==> config.mk <==
export PLATFORM = sky130hd
export DESIGN_NAME = vsync_port_ctrl
export DESIGN_NICKNAME = d
export VERILOG_FILES = /design/src/rtl/vsync_port_ctrl.sv
export SDC_FILE = /design/constraint.sdc
export NUM_CORES = 1
export LEC_CHECK = 0
export CAP_MARGIN = 20
export CORE_MARGIN = 2
export CORE_UTILIZATION = 42
export CTS_BUF_LIST = sky130_fd_sc_hd__clkbuf_2 sky130_fd_sc_hd__clkbuf_4 sky130_fd_sc_hd__clkbuf_8
export CTS_CLUSTER_SIZE = 40
export DETAILED_ROUTE_END_ITERATION = 7
export GPL_TIMING_DRIVEN = 0
export HOLD_SLACK_MARGIN = 0.05
export PLACE_DENSITY = 0.83
export SYNTH_ARGS = -nofsm -noshare
export SYNTH_HDL_FRONTEND = slang
export SYNTH_SLANG_ARGS = --single-unit
==> constraint.sdc <==
create_clock -name clk -period 2.1 [get_ports clk]
set_clock_uncertainty 0.1 [all_clocks]
set_input_delay 0.525 -clock clk [delete_from_list [all_inputs] [get_ports clk]]
set_output_delay 0.525 -clock clk [all_outputs]
set_load 0.1 [all_outputs]
==> src/rtl/vsync_port_ctrl.sv <==
module vsync_port_ctrl #(
  parameter int PIX_W  = 12,
  parameter int LINE_W = 11
) (
  input  logic              clk,
  input  logic              rst_n,
  input  logic [7:0]        cfg,
  input  logic              hs_src,
  input  logic              emb_mode,
  input  logic              std_pal,
  input  logic              std_secam,
  input  logic [PIX_W-1:0]  h_start,
  input  logic [PIX_W-1:0]  h_end,
  input  logic [LINE_W-1:0] line_first,
  input  logic [LINE_W-1:0] line_last,
  input  logic [PIX_W-1:0]  pix_cnt,
  input  logic [LINE_W-1:0] line_cnt,
  input  logic              line_start,
  input  logic              vs_level,
  input  logic              field_odd,
  input  logic              emb_fs,
  input  logic              p1_in,
  output logic              p1_out,
  output logic              p1_oe,
  input  logic              p2_in,
  output logic              p2_out,
  output logic              p2_oe,
  output logic              hs_strobe,
  output logic              vs_strobe,
  output logic              blank_ext
);

  localparam int FC_W = 4;

  logic [1:0] p1_sel;
  logic       p2_hen, p2_blk;
  assign p1_sel = cfg[1:0];
  assign p2_hen = cfg[6];
  assign p2_blk = cfg[7];

  // direction and polarity, loaded on line boundaries
  logic p1_oe_q, p1_pol_q, p2_oe_q, p2_pol_q;
  always_ff @(posedge clk or negedge rst_n)
    if (!rst_n) begin
      p1_oe_q <= 1'b0; p1_pol_q <= 1'b0;
      p2_oe_q <= 1'b0; p2_pol_q <= 1'b0;
    end else if (line_start) begin
      p1_oe_q <= cfg[2]; p1_pol_q <= cfg[3];
      p2_oe_q <= cfg[4]; p2_pol_q <= cfg[5];
    end

  assign p1_oe = p1_oe_q;
  assign p2_oe = p2_oe_q;

  // input synchronizers with one extra stage for edge detection
  logic [2:0] p1_sh, p2_sh;
  always_ff @(posedge clk or negedge rst_n)
    if (!rst_n) begin
      p1_sh <= '0;
      p2_sh <= '0;
    end else begin
      p1_sh <= {p1_sh[1:0], p1_in};
      p2_sh <= {p2_sh[1:0], p2_in};
    end

  logic p1_edge, p2_edge;
  assign p1_edge = !p1_oe_q && (p1_pol_q ? (p1_sh[2] & ~p1_sh[1]) : (p1_sh[1] & ~p1_sh[2]));
  assign p2_edge = !p2_oe_q && (p2_pol_q ? (p2_sh[2] & ~p2_sh[1]) : (p2_sh[1] & ~p2_sh[2]));

  assign hs_strobe = emb_mode ? (!hs_src && emb_fs)
                              : (hs_src ? (p2_edge && p2_hen) : p1_edge);
  assign vs_strobe = !emb_mode && hs_src && p1_edge;
  assign blank_ext = !emb_mode && p2_blk && !p2_oe_q && (p2_sh[1] ^ p2_pol_q);

  // field sequence counter
  logic            vs_q;
  logic [FC_W-1:0] fcnt, flen;
  logic [1:0]      std_q, std_now;
  logic            vs_fall, std_chg;

  assign std_now = {std_secam, std_pal};
  assign flen    = std_secam ? FC_W'(12) : (std_pal ? FC_W'(8) : FC_W'(4));
  assign vs_fall = vs_q && !vs_level;
  assign std_chg = std_now != std_q;

  always_ff @(posedge clk or negedge rst_n)
    if (!rst_n) begin
      vs_q  <= 1'b0;
      fcnt  <= '0;
      std_q <= '0;
    end else begin
      vs_q <= vs_level;
      if (vs_fall) begin
        std_q <= std_now;
        if (std_chg || fcnt >= flen - FC_W'(1)) fcnt <= '0;
        else                                     fcnt <= fcnt + FC_W'(1);
      end
    end

  // driven levels, registered after polarity
  logic p1_lvl, p2_lvl, href, in_act;
  always_comb
    case (p1_sel)
      2'b00:   p1_lvl = vs_level;
      2'b01:   p1_lvl = field_odd;
      2'b10:   p1_lvl = vs_level && (fcnt == '0);
      default: p1_lvl = 1'b0;
    endcase

  assign href   = (pix_cnt >= h_start) && (pix_cnt < h_end);
  assign in_act = (line_cnt >= line_first) && (line_cnt <= line_last);
  assign p2_lvl = href && (!p2_blk || in_act);

  always_ff @(posedge clk or negedge rst_n)
    if (!rst_n) begin
      p1_out <= 1'b0;
      p2_out <= 1'b0;
    end else begin
      p1_out <= p1_lvl ^ p1_pol_q;
      p2_out <= p2_lvl ^ p2_pol_q;
    end

  p_oe_line_r6: assert property (@(posedge clk) disable iff (!rst_n)
    (!$stable(p1_oe) || !$stable(p2_oe)) |-> $past(line_start));

  p_edge_pulse_r9: assert property (@(posedge clk) disable iff (!rst_n)
    p1_edge |=> !p1_edge);

  p_fcnt_step_r3: assert property (@(posedge clk) disable iff (!rst_n)
    (vs_fall && !std_chg) |=> (fcnt == '0 || fcnt == $past(fcnt) + FC_W'(1)));

  p_std_zero_r4: assert property (@(posedge clk) disable iff (!rst_n)
    (vs_fall && std_chg) |=> (fcnt == '0));

  p_blank_sup_r8: assert property (@(posedge clk) disable iff (!rst_n)
    (p2_blk && !p2_pol_q && !in_act) |=> !p2_out);

  p_out_quiet_r13: assert property (@(posedge clk) disable iff (!rst_n)
    (p1_oe && p2_oe && !emb_mode) |-> (!hs_strobe && !vs_strobe));

endmodule

Word-level counts from Yosys, hierarchy flattened
Cells that the tools add are included.
{"block": "classes", "n_shift": 0, "div": 0, "n_addsub": 2, "mux": 8, "n_eq_ne": 3, "reduce_logical": 24, "n_mul": 0, "n_bitwise": 11, "n_lt_le_gt_ge": 5}
{"cell": "logical AND 1 bit", "count": 14}
{"cell": "greater-or-equal comparator 12 bit", "count": 1}
{"cell": "< comparator 12 bit", "count": 1}
{"cell": "two-way mux 4 bit", "count": 3}
{"cell": "greater-or-equal comparator 11 bit", "count": 1}
{"cell": "less-or-equal comparator 11 bit", "count": 1}
{"cell": "logical NOT 1 bit", "count": 6}
{"cell": "adder 4 x 1 -> 4 bit, second input constant", "count": 1}
{"cell": "AND 1 bit", "count": 4}
{"cell": "greater-or-equal comparator 4 bit", "count": 1}
{"cell": "logical NOT 4 bit", "count": 1}
{"cell": "two-way mux 1 bit", "count": 4}
{"cell": "inverter 1 bit", "count": 4}
{"cell": "subtractor 4 x 1 -> 4 bit, second input constant", "count": 1}
{"cell": "case mux 1 bit (3 select lines)", "count": 1}
{"cell": "XOR 1 bit", "count": 3}
{"cell": "== test 2 x 1 -> 1 bit, second input constant", "count": 1}
{"cell": "== test 2 bit, second input constant", "count": 1}
{"cell": "logical NOT 2 bit", "count": 1}
{"cell": "logical OR 1 bit", "count": 2}
{"cell": "!= test 2 bit", "count": 1}
{"block": "totals", "memories": 0, "out_inout_bits": 7, "inputBits": 89, "rom_bits": 0, "ram_bits": 0, "latch_bits": 0, "reg_bits": 19}

Depth between registers and ports, before layout
{"block": "depth", "word_depth": 7, "depth_mapped": 8}

Least setup slack after synthesis
Ideal clock, no wire load.
{"block": "synth_path", "path_kind": "reg-to-output", "from": "register p1_oe_q (netlist: p1_oe)", "to": "output port hs_strobe", "slack_ns": -1.727, "required_time_ns": 1.475, "arrival_time_ns": 3.202, "path_stages_with_launch": 4, "path_cell_list": "dfrtp_1 > a21oi_1 > mux2i_1 > o21ai_0"}
{"block": "synth_via", "elab_chain_len": 4}
{"item": "from (decl)", "line_no": "42", "text": "logic p1_oe_q, p1_pol_q, p2_oe_q, p2_pol_q;"}
{"item": "from (signal assigned)", "line_no": "48", "text": "p1_oe_q <= cfg[2]; p1_pol_q <= cfg[3];"}
{"item": "logical NOT 1 bit", "line_no": "67", "text": "assign p1_edge = !p1_oe_q && (p1_pol_q ? (p1_sh[2] & ~p1_sh[1]) : (p1_sh[1] & ~p1_sh[2]));"}
{"item": "logical AND 1 bit", "line_no": "67"}
{"item": "two-way mux 1 bit", "line_no": "71", "text": ": (hs_src ? (p2_edge && p2_hen) : p1_edge);"}
{"item": "two-way mux 1 bit", "line_no": "70", "text": "assign hs_strobe = emb_mode ? (!hs_src && emb_fs)"}
{"item": "to (decl)", "line_no": "28", "text": "output logic hs_strobe,"}
No other way between the ends.

Worst setup path after layout
{"block": "layout_path", "from": "register p1_sh[2]", "to": "output port hs_strobe"}
{"block": "layout_via", "elab_chain_len": 6}
{"item": "from (decl)", "line_no": "56", "text": "logic [2:0] p1_sh, p2_sh;"}
{"item": "from (signal assigned)", "line_no": "62", "text": "p1_sh <= {p1_sh[1:0], p1_in};"}
{"item": "inverter 1 bit", "line_no": "67"}
{"item": "AND 1 bit", "line_no": "67"}
{"item": "two-way mux 1 bit *", "line_no": "67"}
{"item": "logical AND 1 bit *", "line_no": "67"}
{"item": "two-way mux 1 bit *", "line_no": "71"}
{"item": "two-way mux 1 bit *", "line_no": "70"}
Every way passes the cells marked *; elsewhere a longest branch is shown, timed or not.

==> qor.yml <==
global_routing:
  grt_use_total_pct: 22.6
  grt_pass1_wl_um: 9400
  grt_pass1_vias: 2163
  grt_max_degree: 20
  overflow: 0
  antenna_found_initial: 0
clock_network:
  cts_sinks: 19
  hold_buffers: 0
  clock_path_buffers: 2
  cts_tree: "done"
  cts-root-buf: "clkbuf_8"
  clkTransAtPathRegs_ns: 0.07
  cts_buffers: 3
  htreeDepth: 1
  insertion_delay_ns: 0.26
logic_synthesis:
  syn_inst: 219
  yosys-top-cells-area: "ha_1, dfrtp_1, inv_1"
  synth_top_cell_area_share_pct: 31.0
  avgSynthCellArea_um2: 9.04
  muxShareOfSynthArea_pct: 3.35
  synth_compound_area_share_pct: 16.9
  syn_area_um2: 1980
  yosysTopAreaCell: "ha_1"
  ys_seq_elements: 19
  synth_edf_count: 0
  yosys.area_share.xor_xnor_pct: 2.21
  synth_flop_cell: "dfrtp_1"
  synthesis.nets: 357
  yosysSeqAreaShare_pct: 24.0
  synth_commonest_cells: "ha_1, inv_1, dfrtp_1"
  synth_cell_type_count: 41
  yosysWarnings: 0
  synth_fa_ha_area_share_pct: 31.0
  synth_top_family_by_area: "adder cells"
  synth-async-reset-ratio_pct: 100
  synth-simple-area-share_pct: 13.0
power:
  power_leakage_nw: 1.70
  peakVddDrop_v: 0.000435
  powerDensity_nw_per_um2: 402
  total_power_mw: 1.40
drt:
  ant_nets: 0
  drtPass1Iterations: 4
  drt-total-wl_um: 6450
  vias: 2022
  drc_errors: 0
  wl_per_cell_um: 17.0
  drtIter0Drc: 51
  vias_per_cell: 5.32
sta:
  slew_violations: 0
  rsz0062_at_grt: "true"
  tightest_slew_ns: 0.956
  setup_ws_ns: -0.171
  hold_violations: 0
  relSlewSlack_pct: 36.5
  min_period_over_period_pct: 108
  finalSetupViolations: 3
  fmax_ghz: 0.440
  fin_crit_ns: 2.27
setup_path:
  worstSetupPathType: "flip-flop to output port"
  crit_arrival_ns: 1.65
  critPathMaxStageDelay_ns: 0.41
  crit_fanout: 2
  path_cells: "or3b_4 > a21oi_4 > mux2i_2 > o21ai_4 > buf_12"
  critPathSlowestCell: "or3b_4"
  cp.required_ns: 1.47
  cp-end-kind: "output port"
  critPathLaunchType: "flip-flop"
  reg2regPathDepth: 5
die:
  io-pin-count: 96
  core_area_um2: 4440
  dieArea_um2: 5280
  dieHeight_um: 72.7
  rows: 24
  die-width_um: 72.7
  initial_core_util_pct: 44.5
placed_design:
  dp_hpwl_um: 4350
  io_buffers: 95
  pre_cts_slack_ns: -1.10
  place.gp.congestion: 0.786
flow_run:
  cap_violations: 0
finish:
  area_growth_pct: 75.9
  post-route-util_pct: 78.3
  fin_nets: 466
  layout-drive-gt1-share_pct: 40.4
  fillerInstances: 266
min_path:
  hold-path-cell-count: 0
  hp-class: "flip-flop to flip-flop"
outcome:
  status: "finished with violations"
  violations: "negative setup slack"
-- registers in the layout, indices dropped and copies added (netlist names) --
signal and flops:
fcnt 4, p1_oe 1, p1_out 1, p1_sh 3, p2_pol_q 1, p1_pol_q 1
std_q 2, p2_sh 3, vs_q 1, p2_oe 1, p2_out 1
-- worst paths after layout --
kind,end,slack [ns],start
max,hs_strobe,-0.17,p1_sh[2]$_DFF_PN0_
min,p1_sh[1]$_DFF_PN0_,0.25,p1_sh[0]$_DFF_PN0_
max reg2reg,fcnt[3]$_DFFE_PN0P_,0.47,fcnt[3]$_DFFE_PN0P_
min reg2reg,p1_sh[1]$_DFF_PN0_,0.25,p1_sh[0]$_DFF_PN0_
max in group asynchronous,p1_oe$_DFFE_PN0P_,0.63,rst_n
min in group asynchronous,vs_q$_DFF_PN0_,0.67,rst_n
-- logic make-up (layout without fill, tap and decap cells) --
kind of cell,Yosys count,in the layout
adder cells (fa/ha/maj),49,49
flip-flops,19,19
buffers and inverters,50,158
other,0,1
multiplexers,6,6
AND/OR/NAND/NOR,43,43
AO/OA/AOI/OAI,47,47
XOR/XNOR,5,5
-- power breakdown --
| group | internal [mW] | total, mW | leakage (nW) | switching, mW |
|---|---|---|---|---|
| Sequential | 0.400 | 0.428 | 0.230 | 0.0279 |
| Clock | 0.132 | 0.257 | 0.0255 | 0.125 |
| Combinational | 0.343 | 0.715 | 1.44 | 0.372 |
-- layout make-up --
cell class	count	area (um2)	share of cell area (%)
antenna	1	2.50	0.0719
clock buffer	3	41.3	1.19
clock inverter	1	5.00	0.144
tap	52	65.1	1.87
sequential	19	477	13.7
timing repair buffer	104	938	27.0
inverter	49	186	5.36
buffer	1	3.75	0.108
multi-input combinational	150	1760	50.6
-- stage by stage --
| stage | instances | TNS, ns | area [um2] | hold slack (ns) |
|---|---|---|---|---|
| after floorplan | 219 | -0.103 | 2000 | 0.129 |
| after global placement | 366 | -4.10 | 3020 | 0.231 |
| after detailed placement | 366 | -4.34 | 3020 | 0.236 |
| after CTS | 377 | -0.344 | 3390 | 0.253 |
| after global routing | 379 | -0.506 | 3480 | 0.260 |
| final | 380 | -0.353 | 3480 | 0.250 |
-- layout by cell type, fill, tap and decap left out, types with 4 or more instances in the layout --
cell,netlist,layout
a21o_1,9,9
a21oi_2,1,4
a221oi_2,1,4
buf_4,0,10
clkbuf_2,0,15
clkdlybuf4s15_1,0,6
clkdlybuf4s15_2,0,5
clkdlybuf4s50_1,0,27
dfrtp_1,19,18
dlygate4sd2_1,0,29
dlymetal6s2s_1,0,4
ha_1,49,19
ha_2,0,7
ha_4,0,23
inv_1,49,26
inv_2,0,22
mux2_2,5,5
nand2_1,8,8
nand4_1,5,5
nor2_1,6,4
o21ai_0,7,4
o21ai_1,6,5
xor2_1,5,5
-- what timing repair did --
action | 4_1_cts | 5_1_grt
setup endpoints to repair | 8 | 7
pin swaps | 54 | 40
cloned | 0 | 0
gates resized for setup | 177 | 63
setup buffers | 7 | 2
-- worst max-delay path, delay by kind of cell, from the launching register on --
kind	cells	cell delay, ns
AOI/OAI and AO/OA	2	0.30
and+or+nand+nor	1	0.41
muxes	1	0.11
buffers and inverters	1	0.19
DFF	1	0.38
-- metal layers --
layer	global-route usage [%]	part of all wire (%)	routed length (um)
met1	26.9	39	2540
met2	41.7	52	3330
met3	3.04	7.1	455
met4	7.20	1.9	122
met5	0	0	0
Power figures use the tool's default switching activity.
